[src/rtl/tlb_pkg.sv]
package tlb_pkg;
  typedef struct packed {
    logic rw;
    logic us;
  } perm_t;
endpackage

[src/rtl/tlb_plru.sv]
module tlb_plru #(
  parameter int WAYS = 4,
  localparam int WAY_W = $clog2(WAYS)
) (
  input  logic             clk_i,
  input  logic             rst_ni,
  input  logic             touch_i,
  input  logic [WAY_W-1:0] touch_way_i,
  output logic [WAY_W-1:0] victim_o
);
  localparam int NODES = WAYS - 1;

  logic [NODES-1:0] tree_q, tree_d;
  int vn, un;

  // bit = 0: victim in lower half; touched path points away
  always_comb begin
    vn = 0;
    for (int l = 0; l < WAY_W; l++) vn = 2 * vn + 1 + int'(tree_q[vn]);
    victim_o = WAY_W'(vn - NODES);
  end

  always_comb begin
    tree_d = tree_q;
    un = 0;
    if (touch_i) begin
      for (int l = 0; l < WAY_W; l++) begin
        tree_d[un] = ~touch_way_i[WAY_W-1-l];
        un = 2 * un + 1 + int'(touch_way_i[WAY_W-1-l]);
      end
    end
  end

  always_ff @(posedge clk_i or negedge rst_ni) begin
    if (!rst_ni) tree_q <= '0;
    else         tree_q <= tree_d;
  end
endmodule

[src/rtl/tlb_way_pick.sv]
module tlb_way_pick #(
  parameter int WAYS = 4,
  localparam int WAY_W = $clog2(WAYS)
) (
  input  logic [WAYS-1:0]  valid_i,
  input  logic [WAYS-1:0]  match_i,
  input  logic [WAY_W-1:0] plru_i,
  output logic [WAY_W-1:0] way_o
);
  logic found;

  // priority: matching way, lowest empty way, pseudo-LRU victim
  always_comb begin
    way_o = plru_i;
    found = 1'b0;
    for (int w = 0; w < WAYS; w++) begin
      if (!found && !valid_i[w]) begin
        way_o = WAY_W'(w);
        found = 1'b1;
      end
    end
    for (int w = WAYS - 1; w >= 0; w--) begin
      if (match_i[w]) way_o = WAY_W'(w);
    end
  end
endmodule

[src/rtl/tlb_cache.sv]
module tlb_cache
  import tlb_pkg::*;
#(
  parameter int VA_W  = 32,
  parameter int PFN_W = 20,
  parameter int OFF_W = 12,
  parameter int SETS  = 8,
  parameter int WAYS  = 4
) (
  input  logic                   clk_i,
  input  logic                   rst_ni,
  input  logic                   flush_i,
  input  logic                   lookup_valid_i,
  input  logic [VA_W-1:0]        lookup_addr_i,
  output logic                   hit_o,
  output logic                   miss_o,
  output logic [PFN_W+OFF_W-1:0] paddr_o,
  output logic                   rw_o,
  output logic                   us_o,
  input  logic                   fill_valid_i,
  input  logic [VA_W-OFF_W-1:0]  fill_vpn_i,
  input  logic [PFN_W-1:0]       fill_pfn_i,
  input  logic                   fill_rw_i,
  input  logic                   fill_us_i
);
  localparam int VPN_W = VA_W - OFF_W;
  localparam int IDX_W = $clog2(SETS);
  localparam int TAG_W = VPN_W - IDX_W;
  localparam int WAY_W = $clog2(WAYS);
  localparam int PA_W  = PFN_W + OFF_W;

  logic [WAYS-1:0]  vld_q  [SETS];
  logic [TAG_W-1:0] tag_q  [SETS][WAYS];
  logic [PFN_W-1:0] pfn_q  [SETS][WAYS];
  perm_t            perm_q [SETS][WAYS];

  logic [IDX_W-1:0] lk_idx, fl_idx;
  logic [TAG_W-1:0] lk_tag, fl_tag;
  logic [WAYS-1:0]  lk_match, fl_match;
  logic             lk_hit, lk_en, fill_en;
  logic [WAY_W-1:0] lk_way, fl_way;
  logic [WAY_W-1:0] plru_vic [SETS];

  assign lk_idx  = lookup_addr_i[OFF_W +: IDX_W];
  assign lk_tag  = lookup_addr_i[VA_W-1 -: TAG_W];
  assign fl_idx  = fill_vpn_i[IDX_W-1:0];
  assign fl_tag  = fill_vpn_i[VPN_W-1 -: TAG_W];
  assign lk_en   = lookup_valid_i && !flush_i;
  assign fill_en = fill_valid_i && !flush_i;

  for (genvar w = 0; w < WAYS; w++) begin : g_cmp
    assign lk_match[w] = vld_q[lk_idx][w] && (tag_q[lk_idx][w] == lk_tag);
    assign fl_match[w] = vld_q[fl_idx][w] && (tag_q[fl_idx][w] == fl_tag);
  end

  assign lk_hit = |lk_match;

  always_comb begin
    lk_way = '0;
    for (int w = 0; w < WAYS; w++) if (lk_match[w]) lk_way = WAY_W'(w);
  end

  for (genvar s = 0; s < SETS; s++) begin : g_set
    logic             touch;
    logic [WAY_W-1:0] touch_way;
    logic             fill_here;
    assign fill_here = fill_en && (fl_idx == IDX_W'(s));
    // fill owns the tree when both touch one set
    assign touch     = fill_here || (lk_en && lk_hit && (lk_idx == IDX_W'(s)));
    assign touch_way = fill_here ? fl_way : lk_way;

    tlb_plru #(.WAYS(WAYS)) u_plru (
      .clk_i      (clk_i),
      .rst_ni     (rst_ni),
      .touch_i    (touch),
      .touch_way_i(touch_way),
      .victim_o   (plru_vic[s])
    );
  end

  tlb_way_pick #(.WAYS(WAYS)) u_pick (
    .valid_i(vld_q[fl_idx]),
    .match_i(fl_match),
    .plru_i (plru_vic[fl_idx]),
    .way_o  (fl_way)
  );

  always_ff @(posedge clk_i or negedge rst_ni) begin
    if (!rst_ni) begin
      for (int s = 0; s < SETS; s++) vld_q[s] <= '0;
    end else if (flush_i) begin
      for (int s = 0; s < SETS; s++) vld_q[s] <= '0;
    end else if (fill_en) begin
      vld_q[fl_idx][fl_way] <= 1'b1;
    end
  end

  always_ff @(posedge clk_i) begin
    if (fill_en) begin
      tag_q[fl_idx][fl_way]  <= fl_tag;
      pfn_q[fl_idx][fl_way]  <= fill_pfn_i;
      perm_q[fl_idx][fl_way] <= '{rw: fill_rw_i, us: fill_us_i};
    end
  end

  always_ff @(posedge clk_i or negedge rst_ni) begin
    if (!rst_ni) begin
      hit_o   <= 1'b0;
      miss_o  <= 1'b0;
      paddr_o <= '0;
      rw_o    <= 1'b0;
      us_o    <= 1'b0;
    end else begin
      hit_o   <= lk_en && lk_hit;
      miss_o  <= lookup_valid_i && !(lk_en && lk_hit);
      if (lk_en && lk_hit) begin
        paddr_o <= {pfn_q[lk_idx][lk_way], lookup_addr_i[OFF_W-1:0]};
        rw_o    <= perm_q[lk_idx][lk_way].rw;
        us_o    <= perm_q[lk_idx][lk_way].us;
      end else begin
        paddr_o <= PA_W'(0);
        rw_o    <= 1'b0;
        us_o    <= 1'b0;
      end
    end
  end
endmodule

[config.mk]
export PLATFORM = sky130hd
export DESIGN_NAME = tlb_cache
export DESIGN_NICKNAME = d
export VERILOG_FILES = /design/src/rtl/tlb_pkg.sv /design/src/rtl/tlb_plru.sv /design/src/rtl/tlb_way_pick.sv /design/src/rtl/tlb_cache.sv
export SDC_FILE = /design/constraint.sdc
export NUM_CORES = 2
export LEC_CHECK = 0
export ABC_AREA = 1
export BUFFER_PORTS_ARGS = -buffer_cell sky130_fd_sc_hd__buf_2
export CAP_MARGIN = 25
export CORE_MARGIN = 4
export CORE_UTILIZATION = 55
export CTS_BUF_LIST = sky130_fd_sc_hd__clkbuf_8
export DETAILED_ROUTE_END_ITERATION = 16
export HOLD_SLACK_MARGIN = 0.08
export PLACE_DENSITY_LB_ADDON = 0.15
export SETUP_SLACK_MARGIN = 0.5
export SLEW_MARGIN = 10
export SYNTH_ARGS = -nofsm -noshare
export SYNTH_HDL_FRONTEND = slang
export SYNTH_SLANG_ARGS = --single-unit
[constraint.sdc]
create_clock -name clk_i -period 11.8 [get_ports clk_i]
set_input_delay 1.18 -clock clk_i [delete_from_list [all_inputs] [get_ports clk_i]]
set_output_delay 1.18 -clock clk_i [all_outputs]
set_load 0.02 [all_outputs]
# Word level (Yosys, flattened, before mapping)
# Memory sizes are Yosys's and may differ from the RTL's.
# Cells that the tools add are included.
# classes
addsub	40
order_cmp	32
n_eq_ne	22
n_mux	104
bitwise	21
reduce_logical	61
# ops
operator	n
$ge A32 B1 Y1 const B	8
$lt A32 B4 Y1 const B	8
$eq A17 B17 Y1	8
$mux W32	3
$mux W80	1
$mux W68	1
$mux W20	3
$mux W2	23
$logic_and A1 B1 Y1	42
$bmux W20 S2	1
$demux W20 S2	1
$demux W17 S2	1
$add A1 B1 Y2 const A	16
$mux W1	32
$or A32 B32 Y32	1
$lt A2 B3 Y1 const B	9
$bmux W4 S3	2
$bwmux W3	8
$eq A3 B3 Y1 const B	8
$mux W4	5
$demux W1 S2	9
$mux W17	1
$add A2 B2 Y2	8
$add A2 B2 Y2 const B	8
22 further kinds	73
# word_totals
regBits	92
ram_bits	1248
in_bits	79
output_inout_bits	36
word_cells	304
mem_count	3
# memory_table
name	depth	width	read_ports	rd_clocked_by_memory_dff	wr	line	rtl
pfn_q	8	80	1	0	1	tlb_cache.sv:34	logic [PFN_W-1:0] pfn_q [SETS][WAYS];
tag_q	8	68	2	0	1	tlb_cache.sv:33	logic [TAG_W-1:0] tag_q [SETS][WAYS];
perm_q	8	8	1	0	1	tlb_cache.sv:35	perm_t perm_q [SETS][WAYS];

# Logic depth before layout (Yosys ltp)
# depth
ltp_word	26
ltp_mapped	24
ltp_nobuf	20

# By module
# From an unflattened synthesis, not the netlist that was laid out.
# unflattened
hier_cells	5186
area_unflattened_um2	57756.6
# by_module_without_submodules
mod	instances	cells_each	area_per_inst_um2	seq_area_each_um2
tlb_cache	1	5024	56534.2	39177.6
tlb_plru	8	18	142.6	75.1
tlb_way_pick	1	18	81.3	0.0

# Least setup slack after synthesis
# OpenSTA, ideal clock, no wires.
# synth_path
path_type	input -> register
from	in fill_vpn_i[0]
to	mem perm_q[0][0] (netlist name), enable pin
setup_time_ns	0.484
t_arrival_ns	5.524
required_time_ns	11.316
setup_slack_ns	5.793
path_stages	21
n_path_buf	4
path_cell_list	buf_4 > inv_4 > buf_4 > buf_2 > nand2_1 > nand2_1 > nand2_1 > nand3_1 > nand2_1 > nand2_1 > nand2_1 > nor2_1 > nand2_1 > nor2_1 > nand3_1 > nand2_1 > nand2_1 > nand2_1 > nand2_1 > clkbuf_1 > nor3_1
# synth_between
elab_chain_len	23
word_cells_on_any_way	42
cone_classes	order compare (2); eq/ne (4); mux (20); bitwise (2); reduce/logical (13); memory (1)
# synth_lines
item	line	rtl
from (decl)	tlb_cache.sv:21	input logic [VA_W-OFF_W-1:0] fill_vpn_i,
$not A3 Y4 (implied by the code)	tlb_cache.sv:53, tlb_cache.sv:82, tlb_cache.sv:84	
$bmux W4 S3	tlb_cache.sv:53, tlb_cache.sv:82	
$mux W4 (implied by the code) (2 in a row)	tlb_cache.sv:53, tlb_cache.sv:82	
$logic_not A1 Y1	tlb_way_pick.sv:17	if (!found && !valid_i[w]) begin
$logic_and A1 B1 Y1	tlb_way_pick.sv:17	
$mux W1	tlb_way_pick.sv:17	
$logic_not A1 Y1	tlb_way_pick.sv:17	
$logic_and A1 B1 Y1	tlb_way_pick.sv:17	
[3 not listed]	--	
$mux W2	tlb_way_pick.sv:17	
$mux W2 (4 in a row)	tlb_way_pick.sv:23	if (match_i[w]) way_o = WAY_W'(w);
$not A2 Y3 (implied by the code)	tlb_cache.sv:102	perm_q[fl_idx][fl_way] <= '{rw: fill_rw_i, us: fill_us_i};
$ge A3 B3 Y1 (implied by the code) / $lt A3 B1 Y1 (equally long branches)	tlb_cache.sv:102	
$logic_and A1 B1 Y1 (implied by the code)	tlb_cache.sv:102	
$mux W2 (implied by the code)	tlb_cache.sv:102	
$demux W2 S2	tlb_cache.sv:102	
$mux W8 (implied by the code)	tlb_cache.sv:102	
to (decl)	tlb_cache.sv:35	
# Several ways; a longest one is shown, not always the timed one. The select of a mux whose other input is x is not followed.

# Worst setup path after layout
# layout_path
from	in lookup_addr_i[12]
to	reg paddr_o[6]
# layout_between
elab_chain_len	8
word_cells_on_any_way	16
cone_classes	eq/ne (4); mux (4); bitwise (1); reduce/logical (6); memory (1)
# layout_lines
item	line	rtl
from (decl)	tlb_cache.sv:14	input logic [VA_W-1:0] lookup_addr_i,
branches (longest 5 deep; another with $mem_v2 Z8 W68)	--	
$reduce_or A4 Y1 (*)	tlb_cache.sv:56	assign lk_hit = |lk_match;
$logic_and A1 B1 Y1 (*)	tlb_cache.sv:116	if (lk_en && lk_hit) begin
$mux W32 (*)	tlb_cache.sv:116	
to (signal assigned)	tlb_cache.sv:117	paddr_o <= {pfn_q[lk_idx][lk_way], lookup_addr_i[OFF_W-1:0]};
to (decl)	tlb_cache.sv:17	output logic [PFN_W+OFF_W-1:0] paddr_o,
# Every way passes the cells marked *. The select of a mux whose other input is x is not followed.
# A chain may end at the register's enable or synchronous reset.

==> metrics.log <==
[metrics] outcome: finished clean
[metrics] Post-Layout Inst Area: approximately 65000 um^2
[metrics] antenna violations before repair: 13
[metrics] Detailed Route WL: roughly 210000 um
[metrics] met2 WL post-DR: approximately 95000 um
[metrics] Synth Register Bits: 1340
[metrics] ys async rst share: ~6.9%
[metrics] tightest slew margin relative to the limit: roughly 22%
[metrics] Synth top area share: ~63%
[metrics] required time of the worst setup path: 12590 ps
[metrics] CTS tree: done
[metrics] number of standard cells in the layout, taps in and fillers out: 7500
[metrics] final clock skew: around 66 ps
[metrics] first-pass GRT wire length: ~300000 um
[metrics] Final Critical Period: 6530 ps
[metrics] most area-consuming cells after synthesis: sky130_fd_sc_hd__edfxtp_1 63%, sky130_fd_sc_hd__nand2_1 13%, sky130_fd_sc_hd__dfrtp_1 3.9%
[metrics] final setup TNS: 0 ps
[metrics] Vias: 47100
[metrics] clock latency on the worst-skew pair: about 930 ps
[metrics] post-place instance area: between 60000 and 70000 um^2
[metrics] Core Box Area: around 110000 um^2
[metrics] effective utilization at floorplan: 55.5%
[metrics] number of warnings reported in the yosys synthesis log: 0
[metrics] Critical Setup Path Class: in2reg
[metrics] Inserted Clock Buffers: approximately 210
[metrics] clock transition at the register clock pins on the worst setup and hold paths after CTS: about 60 ps
[metrics] DIE AREA: 113000 um^2
[metrics] vias in the first global route: ~45000
[metrics] min-delay worst type: in2async
[metrics] GRT Total Usage: 36.9%
[metrics] Via density: ~6.3
[metrics] Max Cap Viol: 0
[metrics] cell types with the highest counts after synthesis: 1989 x sky130_fd_sc_hd__nand2_1, 1248 x sky130_fd_sc_hd__edfxtp_1, 409 x sky130_fd_sc_hd__nor2_1
[metrics] synthesis-to-layout area growth: 9.86%
[metrics] gr ovfl total: 0
[metrics] pin count of the biggest net entering global routing: between 150 and 200
[metrics] worst vdd rail ir drop: 0.000153 V
[metrics] portion of the post-synthesis area used by sequential elements: about 67%
[metrics] number of levels in the clock H-tree: 4
[metrics] die width: between 300 and 400 um
[metrics] number of input and output port buffers inserted: between 100 and 150
[metrics] Post-CTS Hold Fix Bufs: 0
[metrics] number of buffers inserted by post-CTS setup repair: 0
[metrics] slew at the pin with the worst max-slew slack: 1160 ps
[metrics] post-DR wirelength/cell: around 28 um
[metrics] Reg-to-Reg End: pfn_q[6][32]$_DFFE_PP_
[metrics] power density over cell area: roughly 150 nW/um^2
[metrics] Avg Cell Area, Syn: between 10 and 15 um^2
[metrics] gate count of the mapped netlist: a little under 6000
[metrics] endpoints failing setup: 0
[metrics] Post-synth EDFFs: roughly 1200
[metrics] boundary pin count: approximately 120
[metrics] arrival time at the worst endpoint: approximately 7300 ps
[metrics] Final Hold Vio Count: 0
[metrics] worst-case clock buffer depth: 3
[metrics] synthesized cell area: 59500 um^2
[metrics] Detailed Routing Iterations Pass 1: 6
[metrics] top-count cell post-synth: sky130_fd_sc_hd__nand2_1
[metrics] ys flop type: sky130_fd_sc_hd__edfxtp_1
[metrics] setup repair after global routing missed its margin: no
[metrics] fmax: between 150 and 200 MHz
[metrics] Max Transition Viols Final: 0
[metrics] FP Rows: 120
[metrics] fraction of final layout cells sized beyond drive strength 1: slightly below 9%
[metrics] number of violations reported at the end of detailed-routing iteration 0: between 6000 and 7000
[metrics] routed metal-1 wirelength: roughly 76000 um
[metrics] drt drc: 0
[metrics] DR WL met3: 24700 um
[metrics] Synth area leader: sky130_fd_sc_hd__edfxtp_1
[metrics] post-route ant nets: 0
[metrics] topmost layer with routed signal wires: met5
[metrics] setup slack on the worst flop-to-flop path: roughly 7000 ps
[metrics] startpoint of the lowest-slack register-to-register path: tag_q[6][2]$_DFFE_PP_
[metrics] net count after synthesis: 5891
[metrics] post-synthesis cell type count: 33
[metrics] number of nets in the finished design: approximately 6000
[metrics] placed wire-length estimate: around 120000 um
[metrics] static leakage: roughly 26 nW
[metrics] Worst Path Max Fanout: 64
[metrics] GP Congestion: about 1.0
[metrics] start point of the critical path: lookup_addr_i[12]
[metrics] Inst Count DP: approximately 7100
[metrics] startpoint class of the critical path: primary input
[metrics] buffer cell driving the clock tree root: sky130_fd_sc_hd__clkbuf_8
[metrics] die height: 337 um
[metrics] CTS Sinks: around 1300
[metrics] reg2reg path depth: 18
[metrics] kind of end point of the critical path: flip-flop
[metrics] final clock period utilization by the worst path: 55.3%
[metrics] # resized after CTS: 0
==> where the power goes <==
group,switching [mW],internal (mW)
logic,0.649,0.189
registers,0.0140,5.23
clock network,1.87,1.83
total,2.54,7.25
==> sequential cells by signal (all words and copies together), names as in the netlist <==
signal,cells
g_set.u_plru.tree_q,24
paddr_o,32
hit_o,1
miss_o,1
vld_q,32
pfn_q,640
us_o,1
tag_q,544
perm_q,64
rw_o,1
==> metrics by stage <==
step / util [%] / power (mW) / worst slack (ps) / hold slack, ps
after detailed placement: 57.3 / 6.14 / 4660 / 461
after CTS: 60.9 / 9.78 / 5630 / 211
after floorplan: - / 5.78 / 5790 / 444
after global routing: 61.0 / 10.1 / 5230 / 279
final: 61.0 / 9.79 / 5270 / 268
after global placement: 57.3 / 6.14 / 4720 / 460
==> logic make-up (layout without fill, tap and decap cells) <==
logic type	count (synthesis)	in the layout	synth area share, %
AND/OR/NAND/NOR	2903	2903	19.6
flip-flops	1340	1340	66.9
AO/OA/AOI/OAI	953	953	8.98
buffers and inverters	616	895	4.51
other	0	6	0
==> critical path, stage by stage <==
cell	delay [ps]
sky130_fd_sc_hd__clkbuf_8	310
sky130_fd_sc_hd__buf_4	420
sky130_fd_sc_hd__nor2_4	900
sky130_fd_sc_hd__buf_4	620
sky130_fd_sc_hd__nand2_1	90
sky130_fd_sc_hd__nand4_1	180
sky130_fd_sc_hd__nand2_1	80
sky130_fd_sc_hd__nand2_1	60
sky130_fd_sc_hd__nand2_1	140
sky130_fd_sc_hd__nor2_1	130
sky130_fd_sc_hd__nand2_1	60
sky130_fd_sc_hd__nor2_1	110
sky130_fd_sc_hd__nand3_2	700
sky130_fd_sc_hd__nand2_2	280
sky130_fd_sc_hd__buf_4	500
sky130_fd_sc_hd__o21a_2	770
sky130_fd_sc_hd__inv_1	400
sky130_fd_sc_hd__nor2_1	190
==> worst max-delay path by stage <==
stage	endpoint	slack, ps
after floorplan	perm_q[0][0]$_DFFE_PP_	5790
after global placement	paddr_o[4]$_DFF_PN0_	4720
after detailed placement	paddr_o[3]$_DFF_PN0_	4660
after CTS	paddr_o[6]$_DFF_PN0_	5630
after global routing	paddr_o[10]$_DFF_PN0_	5230
final	paddr_o[6]$_DFF_PN0_	5270
==> cells in the final DEF (no fill, tap or decap), drive strengths merged <==
| cell | synthesis | routed |
|---|---|---|
| o21ai | 430 | 430 |
| and2 | 3 | 3 |
| a21oi | 113 | 113 |
| o22ai | 368 | 368 |
| o31ai | 1 | 1 |
| a21boi | 1 | 1 |
| a22oi | 11 | 11 |
| clkbuf | 98 | 231 |
| bufinv | 0 | 2 |
| o21bai | 22 | 22 |
| nand2 | 1994 | 1994 |
| o21a | 1 | 1 |
| clkinv | 0 | 56 |
| dfrtp | 92 | 92 |
| nor3 | 5 | 5 |
| edfxtp | 1248 | 1248 |
| nand3 | 398 | 398 |
| clkinvlp | 0 | 1 |
| nand3b | 5 | 5 |
| nand4 | 85 | 85 |
| o211ai | 5 | 5 |
| buf | 219 | 216 |
| inv | 299 | 389 |
| nor2 | 413 | 413 |
| o221ai | 1 | 1 |
| diode | 0 | 6 |
==> layout make-up <==
cell class	instances	area, um^2
Multi-Input combinational cell	3856	17300
Clock inverter	149	757
Antenna cell	6	15.0
Sequential cell	1340	39800
Fill cell	8928	41800
Inverter	299	1140
Tap cell	1403	1760
Clock buffer	229	3150
Timing Repair Buffer	218	1450
==> routing by layer <==
metal | global-route usage (%) | vias up
met5 | 0 | -
met4 | 23.4 | 4
met3 | 8.25 | 786
met2 | 56.6 | 3376
met1 | 48.0 | 22500
li1 | - | 20500
No activity file was read; power rests on OpenSTA's default activity.
